[config.mk]
export PLATFORM = sky130hd
export DESIGN_NAME = skew_clk_matrix
export DESIGN_NICKNAME = d
export VERILOG_FILES = /design/src/rtl/skm_pkg.sv /design/src/rtl/skm_phase_gen.sv /design/src/rtl/skm_func_decode.sv /design/src/rtl/skm_pair_out.sv /design/src/rtl/skew_clk_matrix.sv
export SDC_FILE = /design/constraint.sdc
export NUM_CORES = 1
export LEC_CHECK = 0
export ABC_AREA = 1
export BUFFER_PORTS_ARGS = -buffer_cell sky130_fd_sc_hd__buf_4
export CAP_MARGIN = 10
export CORE_MARGIN = 2
export CORE_UTILIZATION = 44
export CTS_BUF_LIST = sky130_fd_sc_hd__clkbuf_16
export DETAILED_ROUTE_END_ITERATION = 8
export GPL_ROUTABILITY_DRIVEN = 0
export PLACE_DENSITY = 0.65
export SYNTH_ARGS = -nofsm -noshare
export SYNTH_HDL_FRONTEND = slang
export SYNTH_SLANG_ARGS = --single-unit
[constraint.sdc]
create_clock -name clk -period 7 [get_ports clk]
set_clock_uncertainty 0.1 [all_clocks]
set_input_delay 1.05 -clock clk [delete_from_list [all_inputs] [get_ports clk]]
set_output_delay 1.05 -clock clk [all_outputs]
set_load 0.05 [all_outputs]
[src/rtl/skm_pkg.sv]
package skm_pkg;
   localparam int NUM_PAIRS = 4;
   localparam int LVL_W     = 2;
   localparam int SKEW_MAX  = 6;
   localparam int MIN_N     = 2 * SKEW_MAX + 2;

   localparam logic [1:0] LVL_LOW  = 2'd0;
   localparam logic [1:0] LVL_MID  = 2'd1;
   localparam logic [1:0] LVL_HIGH = 2'd2;

   localparam int KIND_FINE   = 0;
   localparam int KIND_DIV4   = 1;
   localparam int KIND_INVERT = 2;

   typedef enum logic [1:0] {FN_SKEW, FN_DIV2, FN_DIV4, FN_INV} fn_e;

   typedef struct packed {
      fn_e               fn;
      logic signed [3:0] skew;
   } pair_cfg_t;

   function automatic logic [1:0] lvl_index(input logic [1:0] code);
      return (code == 2'b11) ? LVL_MID : code;
   endfunction

   function automatic int pair_kind(input int p);
      if (p < 2)
         return KIND_FINE;
      else if (p == 2)
         return KIND_DIV4;
      return KIND_INVERT;
   endfunction
endpackage

[src/rtl/skm_phase_gen.sv]
module skm_phase_gen import skm_pkg::*; #(
   parameter int N_LOW  = 44,
   parameter int N_MID  = 26,
   parameter int N_HIGH = 16,
   parameter int PH_W   = 6
) (
   input  logic            clk,
   input  logic            rst,
   input  logic [1:0]      range_sel,
   input  logic            test_mode,
   input  logic            ref_in,
   output logic [PH_W-1:0] ph,
   output logic [PH_W-1:0] n_act,
   output logic            wrap,
   output logic [1:0]      dcnt,
   output logic [1:0]      range_act
);
   logic ref_q;
   logic ref_rise;

   always_comb begin
      case (lvl_index(range_act))
         LVL_LOW:  n_act = PH_W'(N_LOW);
         LVL_HIGH: n_act = PH_W'(N_HIGH);
         default:  n_act = PH_W'(N_MID);
      endcase
   end

   assign wrap     = (ph == n_act - 1'b1);
   assign ref_rise = ref_in & ~ref_q;

   always_ff @(posedge clk) begin
      if (rst) begin
         ph        <= '0;
         dcnt      <= '0;
         ref_q     <= 1'b0;
         range_act <= range_sel;
      end else begin
         ref_q <= ref_in;
         ph    <= wrap ? '0 : ph + 1'b1;
         if (wrap)
            range_act <= range_sel;
         if (test_mode) begin
            if (ref_rise)
               dcnt <= dcnt + 1'b1;
         end else if (wrap) begin
            dcnt <= dcnt + 1'b1;
         end
      end
   end
endmodule

[src/rtl/skm_func_decode.sv]
module skm_func_decode import skm_pkg::*; #(
   parameter int KIND = KIND_FINE
) (
   input  logic [1:0] code_hi,
   input  logic [1:0] code_lo,
   output pair_cfg_t  cfg
);
   logic [4:0] idx;

   assign idx = 5'(lvl_index(code_hi)) * 5'd3 + 5'(lvl_index(code_lo));

   generate
      if (KIND == KIND_FINE) begin : g_fine
         always_comb begin
            cfg.fn   = FN_SKEW;
            cfg.skew = 4'($signed(idx) - 5'sd4);
         end
      end else if (KIND == KIND_DIV4 || KIND == KIND_INVERT) begin : g_coarse
         always_comb begin
            cfg.skew = '0;
            if (idx == 5'd0) begin
               cfg.fn = FN_DIV2;
            end else if (idx == 5'd8) begin
               cfg.fn = (KIND == KIND_DIV4) ? FN_DIV4 : FN_INV;
            end else begin
               cfg.fn   = FN_SKEW;
               cfg.skew = 4'($signed({idx[3:0], 1'b0}) - 5'sd8);
            end
         end
      end else begin : g_bad_kind
         $error("skm_func_decode: unknown KIND");
      end
   endgenerate
endmodule

[src/rtl/skm_pair_out.sv]
module skm_pair_out import skm_pkg::*; #(
   parameter int PH_W = 6
) (
   input  logic            clk,
   input  logic            rst,
   input  pair_cfg_t       cfg,
   input  logic [PH_W-1:0] ph,
   input  logic [PH_W-1:0] n_act,
   input  logic [1:0]      dcnt,
   input  logic            test_mode,
   input  logic            ref_in,
   output logic            q0,
   output logic            q1
);
   localparam int SW = PH_W + 2;

   logic signed [SW-1:0] ph_s, n_s, half_s, sk_s, diff, wrapped;
   logic shifted_hi, zero_hi, nxt;

   always_comb begin
      ph_s   = $signed({2'b00, ph});
      n_s    = $signed({2'b00, n_act});
      half_s = n_s >>> 1;
      sk_s   = SW'(cfg.skew);
      diff   = ph_s - sk_s;
      if (diff < 0)
         wrapped = diff + n_s;
      else if (diff >= n_s)
         wrapped = diff - n_s;
      else
         wrapped = diff;
      shifted_hi = (wrapped < half_s);
      zero_hi    = (ph_s < half_s);
      case (cfg.fn)
         FN_DIV2: nxt = dcnt[0];
         FN_DIV4: nxt = ~dcnt[1];
         FN_INV:  nxt = test_mode ? ~ref_in : ~zero_hi;
         default: nxt = test_mode ? ref_in : shifted_hi;
      endcase
   end

   always_ff @(posedge clk) begin
      if (rst) begin
         q0 <= 1'b0;
         q1 <= 1'b0;
      end else begin
         q0 <= nxt;
         q1 <= nxt;
      end
   end
endmodule

[src/rtl/skew_clk_matrix.sv]
module skew_clk_matrix import skm_pkg::*; #(
   parameter int N_RANGE_LOW  = 44,
   parameter int N_RANGE_MID  = 26,
   parameter int N_RANGE_HIGH = 16
) (
   input  logic                         clk,
   input  logic                         rst,
   input  logic [1:0]                   range_sel,
   input  logic [1:0]                   test_sel,
   input  logic                         ref_in,
   input  logic [LVL_W*NUM_PAIRS-1:0]   fsel_hi,
   input  logic [LVL_W*NUM_PAIRS-1:0]   fsel_lo,
   output logic [NUM_PAIRS-1:0]         q0,
   output logic [NUM_PAIRS-1:0]         q1
);
   localparam int N_MAX_LM = (N_RANGE_LOW > N_RANGE_MID) ? N_RANGE_LOW : N_RANGE_MID;
   localparam int N_MAX    = (N_MAX_LM > N_RANGE_HIGH) ? N_MAX_LM : N_RANGE_HIGH;
   localparam int PH_W     = $clog2(N_MAX + 1);
   localparam int SEL_W    = LVL_W * NUM_PAIRS;

   generate
      if ((N_RANGE_LOW % 2) != 0 || (N_RANGE_MID % 2) != 0 || (N_RANGE_HIGH % 2) != 0) begin : g_err_odd
         $error("skew_clk_matrix: every period length must be even");
      end
      if (N_RANGE_LOW < MIN_N || N_RANGE_MID < MIN_N || N_RANGE_HIGH < MIN_N) begin : g_err_short
         $error("skew_clk_matrix: period too short for the largest skew");
      end
   endgenerate

   logic            test_mode;
   logic            wrap;
   logic [PH_W-1:0] ph_cnt;
   logic [PH_W-1:0] n_act;
   logic [1:0]      dcnt;
   logic [1:0]      range_act;
   logic [SEL_W-1:0] sel_hi_act;
   logic [SEL_W-1:0] sel_lo_act;

   assign test_mode = (lvl_index(test_sel) != LVL_LOW);

   skm_phase_gen #(
      .N_LOW (N_RANGE_LOW),
      .N_MID (N_RANGE_MID),
      .N_HIGH(N_RANGE_HIGH),
      .PH_W  (PH_W)
   ) u_phase (
      .clk      (clk),
      .rst      (rst),
      .range_sel(range_sel),
      .test_mode(test_mode),
      .ref_in   (ref_in),
      .ph       (ph_cnt),
      .n_act    (n_act),
      .wrap     (wrap),
      .dcnt     (dcnt),
      .range_act(range_act)
   );

   always_ff @(posedge clk) begin
      if (rst || wrap) begin
         sel_hi_act <= fsel_hi;
         sel_lo_act <= fsel_lo;
      end
   end

   generate
      for (genvar p = 0; p < NUM_PAIRS; p++) begin : g_pair
         pair_cfg_t cfg;

         skm_func_decode #(.KIND(pair_kind(p))) u_dec (
            .code_hi(sel_hi_act[LVL_W*p +: LVL_W]),
            .code_lo(sel_lo_act[LVL_W*p +: LVL_W]),
            .cfg    (cfg)
         );

         skm_pair_out #(.PH_W(PH_W)) u_out (
            .clk      (clk),
            .rst      (rst),
            .cfg      (cfg),
            .ph       (ph_cnt),
            .n_act    (n_act),
            .dcnt     (dcnt),
            .test_mode(test_mode),
            .ref_in   (ref_in),
            .q0       (q0[p]),
            .q1       (q1[p])
         );
      end
   endgenerate
endmodule

==> results.cfg, run 1 <==
[layout]
drive_gt1_frac = 0.118
num-fill-cells = 1155
layout_commonest_cell = nand2_1
instances_no_fill = 880
fin_nets = 866
layout_common_cells = 129 x nand2_1, 110 x inv_1, 91 x ha_1
diodes = 0
syn2layout_area_growth_pct = 9.09

[drt]
first_pass_iters = 5
first_iter_violations = 182
routed.top_layer = met4
detail-route-antenna-nets = 0
dr_total_vias = 4654
route.final.wire_length_um = 12200
met3_length_um = 459
post_drt_wl_per_cell_um = 13.9
vias_per_cell = 5.29
drc_errors = 0
met1Wirelength_um = 5710
routed-wl-met2_um = 5940

[logic_synthesis]
syn-instance-count = 718
muxShareOfSynthArea = 0
synthXorXnorAreaFrac = 0.0561
ys_seq_area_frac = 0.156
syn_avg_cell_area_um2 = 7.15
syn_area_mm2 = 0.00513
synth_top_family_by_area = adder cells
yosys.area_share.simple = 0.236
synth_nets = 848
ys_warn_count = 0
synthAdderAreaFrac = 0.284
synth_compound_area_frac = 0.157
synth_seq_cells = 31
ys_types = 48

[outcome]
status = complete, no violations

[floorplanning]
die_w_um = 112
core_area_mm2 = 0.0114
fp.dieH_um = 112
die-area_mm2 = 0.0125
io_pins = 31
start_util = 0.449
fp-row-count = 39

[run]
drv_cap = 0

[cts]
cts_resized = 0
path_clk_slew_ps = 60
root_buffer = clkbuf_16
clk-insertion-delay-late_ps = 280
hold_buffers = 0
cts_tree = built
cts.path.max_buffers = 2
post_cts.repair.setup_buffers = 0
cts_sinks = 31
cts_made_buffers = 5
htree_levels = 2

[power_and_ir_drop]
p_leak_uw = 0.00292
design_power_total_uw = 1460
p_per_area_mw_per_mm2 = 261
ir_drop_mv = 0.189

[setup_path]
crit_path_max_fanout = 6
critPathRequiredTime_ps = 7120
crit_top_cell = nand2_1
crit_slowest_cell = fa_1
arrival_ps = 6040
cp-end-kind = register
worstSetupPathType = reg2reg
startpoint_type = register
max_stage_delay_ps = 450

[grt]
grt_pass1_wl_um = 20800
grt.total_usage = 0.198
antenna_found_initial = 0
grt_overflow = 0
grt_pass1_vias = 4560
grt_max_degree = 25

[placement]
port_buffers = 30
placed_cells = 872
dp_hpwl_um = 9790

[worst_hold_path]
hold_path.class = reg2reg

[timing]
timing.final.hold_violations = 0
setup_viol_count_final = 0
finalSetupTns_ps = 0
max_slew_margin = 0.572
period_minus_slack_ps = 5920
grt_setup_unrepaired = no
slew_viol_final = 0
tightest_slew_ps = 642
max_clock_freq_mhz = 169
period_share = 0.845
cell families (layout without fill, tap and decap cells):
logic type               Yosys count  count (layout)
adder cells (fa/ha/maj)          107             107
AND/OR/NAND/NOR                  270             270
AO/OA/AOI/OAI                    137             137
XOR/XNOR                          32              32
buffers and inverters            141             160
flip-flops                        31              31
state kept, by name, indices dropped and copies added, names as in the netlist:
signal / cells
u_phase.range_act: 2
u_phase.ref_q: 1
u_phase.dcnt: 2
sel_lo_act: 8
g_pair.u_out.q0: 4
u_phase.ph: 6
sel_hi_act: 8
stage by stage:
step | setup WS (ps) | cell area (um^2) | util | hold slack (ps)
after floorplan | 1750 | 5130 | - | 343
after detailed placement | 1150 | 5440 | 0.476 | 368
final | 1080 | 5600 | 0.490 | 378
after global routing | 683 | 5600 | 0.490 | 417
after CTS | 1120 | 5600 | 0.490 | 375
after global placement | 1430 | 5440 | 0.476 | 356
critical path: cells and delay by family, from the launching register on:
kind	cells	cell delay, ps
xor gates and xnor gates	1	220
buffers and inverters	5	450
adders and majority gates	6	1940
DFF	1	410
AOI/OAI and AO/OA	9	1430
and+or+nand+nor	12	1280
worst paths after layout:
kind | slack, ps | to | startpoint | depth (start not counted)
worst min register to register | 380 | u_phase.dcnt[0] | u_phase.dcnt[0] | 1
worst max register to register | 1080 | g_pair[3].u_out.q0 | sel_hi_act[6] | 33
worst min-delay path | 380 | u_phase.dcnt[0] | u_phase.dcnt[0] | 1
worst max-delay path | 1080 | g_pair[3].u_out.q0 | sel_hi_act[6] | 33
cell type report:
class                   count  area (um^2)  share of cell area
clock buffers               5          125              0.0223
flip-flops and latches     31          801               0.143
inverters                 120          450              0.0804
repair buffers             32          240              0.0429
multi-input cells         546         3760               0.672
clock inverters             3         38.8             0.00693
well taps                 143          179              0.0320
report_power, final:
part | switching, uW | leakage [uW] | total (uW) | internal, uW
Combinational | 615 | 0.00256 | 997 | 382
Clock | 78.5 | 0.0000812 | 244 | 166
Sequential | 12.7 | 0.000283 | 218 | 206
synth_stat cells, drive strengths merged:
cell    number  share of area
a211oi       4         0.0059
dfxtp       13          0.051
nor2        55          0.043
nor3b        1         0.0015
a311oi       1         0.0017
a31oi        4         0.0049
o21ai       45          0.046
o211ai       5         0.0083
o21bai       4         0.0059
a21o         1         0.0015
ha          91           0.22
inv        120          0.088
nand3b       3         0.0044
fa          16          0.062
a21oi       64          0.068
o31ai        2         0.0029
a21boi       1         0.0015
a211o        1         0.0017
xnor2        4         0.0068
or2         11          0.013
clkbuf      13          0.011
nor3         3         0.0029
o21a         1         0.0015
nor4         1         0.0012
a221oi       1         0.0029
o221ai       2         0.0034
nand4       11          0.013
o22ai        1         0.0012
xor2        28          0.049
nand2      143           0.11
nand3       41          0.043
edfxtp      18           0.11
buf          8          0.012
and3         1         0.0012
layer usage:
| layer | vias up | global-route usage |
|---|---|---|
| met2 | 80 | 0.366 |
| met3 | 8 | 0.0180 |
| met4 | 0 | 0.0260 |
| met1 | 2175 | 0.258 |
| li1 | 2391 | - |
| met5 | - | 0 |
(Power assumes the default switching activity.)
==> inputs of run 2 (changes only) <==
- ABC_AREA: 1 -> 0
- clock period: 7 -> 5.9 ns (I/O delays scaled with it)
==> results.cfg, run 2 <==
[floorplanning]
core_area_mm2 = 0.0115
start_util = 0.453
die-area_mm2 = 0.0127
die_w_um = 113
io_pins = 31
fp.dieH_um = 113
fp-row-count = 39

[logic_synthesis]
yosys-top-cells-area = ha_1 22%, edfxtp_1 10%, fa_1 6.1%
synth_most_common_cell = ha_1
synth_seq_cells = 31
syn_avg_cell_area_um2 = 8.38
ys_warn_count = 0
yosys.area.top_type_share = 0.218
synth_edf_count = 18
yosys.area.top_type = ha_1
synth_flop_cell = edfxtp_1
synth_nets = 752
syn-instance-count = 622
async_reset_ff_frac = 0
synth_commonest_cells = 91 x ha_1, 51 x inv_1, 50 x nor2_1
syn_area_mm2 = 0.00522
ys_types = 79
ys_seq_area_frac = 0.154

[layout]
layout_commonest_cell = ha_1
design_area_mm2 = 0.00588
diodes = 0
fin_nets = 778
instances_no_fill = 792
fin_util = 0.510
layout_common_cells = 86 x ha_1, 51 x inv_1, 49 x nor2_1
drive_gt1_frac = 0.163
largestRegisters = sel_hi_act (8), sel_lo_act (8), u_phase.ph (6)
syn2layout_area_growth_pct = 12.7

[cts]
cts_sinks = 31
cts_made_buffers = 5
cts.path.max_buffers = 2
htree_levels = 2
clk-insertion-delay-late_ps = 280
cts_tree = built
path_clk_slew_ps = 60
root_buffer = clkbuf_16

[drt]
first_pass_iters = 5
detail-route-antenna-nets = 0
post_drt_wl_per_cell_um = 16.3
dr_total_vias = 4656
drc_errors = 0
vias_per_cell = 5.88
first_iter_violations = 398
route.final.wire_length_um = 12900

[placement]
dp_hpwl_um = 9880
dpl_cell_area_mm2 = 0.00554
placed_cells = 775
port_buffers = 30

[timing]
period_minus_slack_ps = 5660
slew_viol_final = 0
setup_viol_count_final = 0
max_slew_margin = 0.295
tightest_slew_ps = 1050
grt_setup_unrepaired = yes
period_share = 0.959
max_clock_freq_mhz = 177
timing.final.hold_violations = 0

[grt]
grt.total_usage = 0.203
grt_pass1_vias = 4548
grt_overflow = 0
antenna_found_initial = 0
grt_pass1_wl_um = 21500
grt_max_degree = 24

[setup_path]
arrival_ps = 5730
worstSetupPathType = reg2reg
ff2ff_path_depth = 23
critPathRequiredTime_ps = 5970
startpoint_type = register
crit_path_max_fanout = 6
cp-end-kind = register

[worst_hold_path]
hold_path_depth = 2
hold_path.class = reg2reg

[run]
drv_cap = 0

[outcome]
status = complete, no violations

[power_and_ir_drop]
p_leak_uw = 0.00266
ir_drop_mv = 0.151
p_per_area_mw_per_mm2 = 317
[run 2: cell count changes in the layout (fill, tap and decap cells not counted), sizes merged, moves of 10 or more]
cell	previous run	this run
nand2	143	36
inv	120	52
nor2b	0	33
nand3	41	11
a21oi	64	35
buf	32	48
o21ai	45	31
xor2	28	14
nor3	3	16
a21o	1	13
mux2i	0	12
nand2b	0	12
xnor2	4	14
[run 2: area by class of cell]
cell class / instances / area, um^2
Clock buffer: 5 / 125
Clock inverter: 3 / 15.0
Fill cell: 1063 / 5640
Inverter: 52 / 195
Multi-Input combinational cell: 510 / 4200
Sequential cell: 31 / 801
Tap cell: 143 / 179
Timing Repair Buffer: 48 / 360
[run 2: critical path, stage by stage (launching register included)]
cell	delay (ps)
edfxtp_1	410
or2_2	320
ha_1	290
ha_1	210
fa_1	450
o21bai_4	230
ha_4	310
a21oi_2	60
o21bai_1	230
xnor2_2	110
ha_1	310
inv_1	90
nor4_2	260
nand3_1	200
nand3_2	160
nor2_2	80
or2_2	310
a311oi_1	290
ha_1	190
nand2_1	70
o21ai_2	160
a211oi_1	70
a211o_1	290
a221o_1	340
[run 2: path summary, 6_finish.rpt]
| kind | from | to | slack, ps |
|---|---|---|---|
| min reg2reg | u_phase.dcnt[1] | u_phase.dcnt[1] | 440 |
| min | u_phase.dcnt[1] | u_phase.dcnt[1] | 440 |
| max | sel_hi_act[4] | g_pair[2].u_out.q0 | 240 |
| max reg2reg | sel_hi_act[4] | g_pair[2].u_out.q0 | 240 |
[run 2: power breakdown]
group / internal [uW] / switching (uW) / leakage [uW] / total (uW)
Clock: 153 / 98.1 / 0.0000649 / 251
Combinational: 591 / 760 / 0.00231 / 1350
Sequential: 247 / 14.8 / 0.000283 / 262
Total: 991 / 873 / 0.00266 / 1860
[run 2: routing by layer]
layer	GRT usage	share of wire
met1	0.282	0.46
met2	0.335	0.46
met3	0.0279	0.066
met4	0.0512	0.021
met5	0	0
[run 2: per-stage QoR]
step	power [uW]	hold slack (ps)	worst slack, ps	TNS [ps]
finish	1860	438	240	0
global route	2030	474	-109	-122
CTS	1780	438	88.3	0
detailed placement	1510	415	-108	-108
global placement	1480	398	106	0
floorplan	1250	366	485	0
[run 2: logic make-up after synthesis]
| group | share of synthesized area |
|---|---|
| xor gates and xnor gates | 0.0557 |
| buffers and inverters | 0.0648 |
| DFF | 0.154 |
| adders and majority gates | 0.280 |
| and+or+nand+nor | 0.207 |
| AOI/OAI and AO/OA | 0.209 |
| muxes | 0.0302 |
[run 2: timing repair]
| item | CTS | global route |
|---|---|---|
| setup buffers | 1 | 8 |
| gates resized for setup | 2 | 20 |
| pin swaps | 1 | 5 |
| cloned | 0 | 0 |
| hold buffers | 0 | 0 |
| setup endpoints to repair | 1 | 4 |
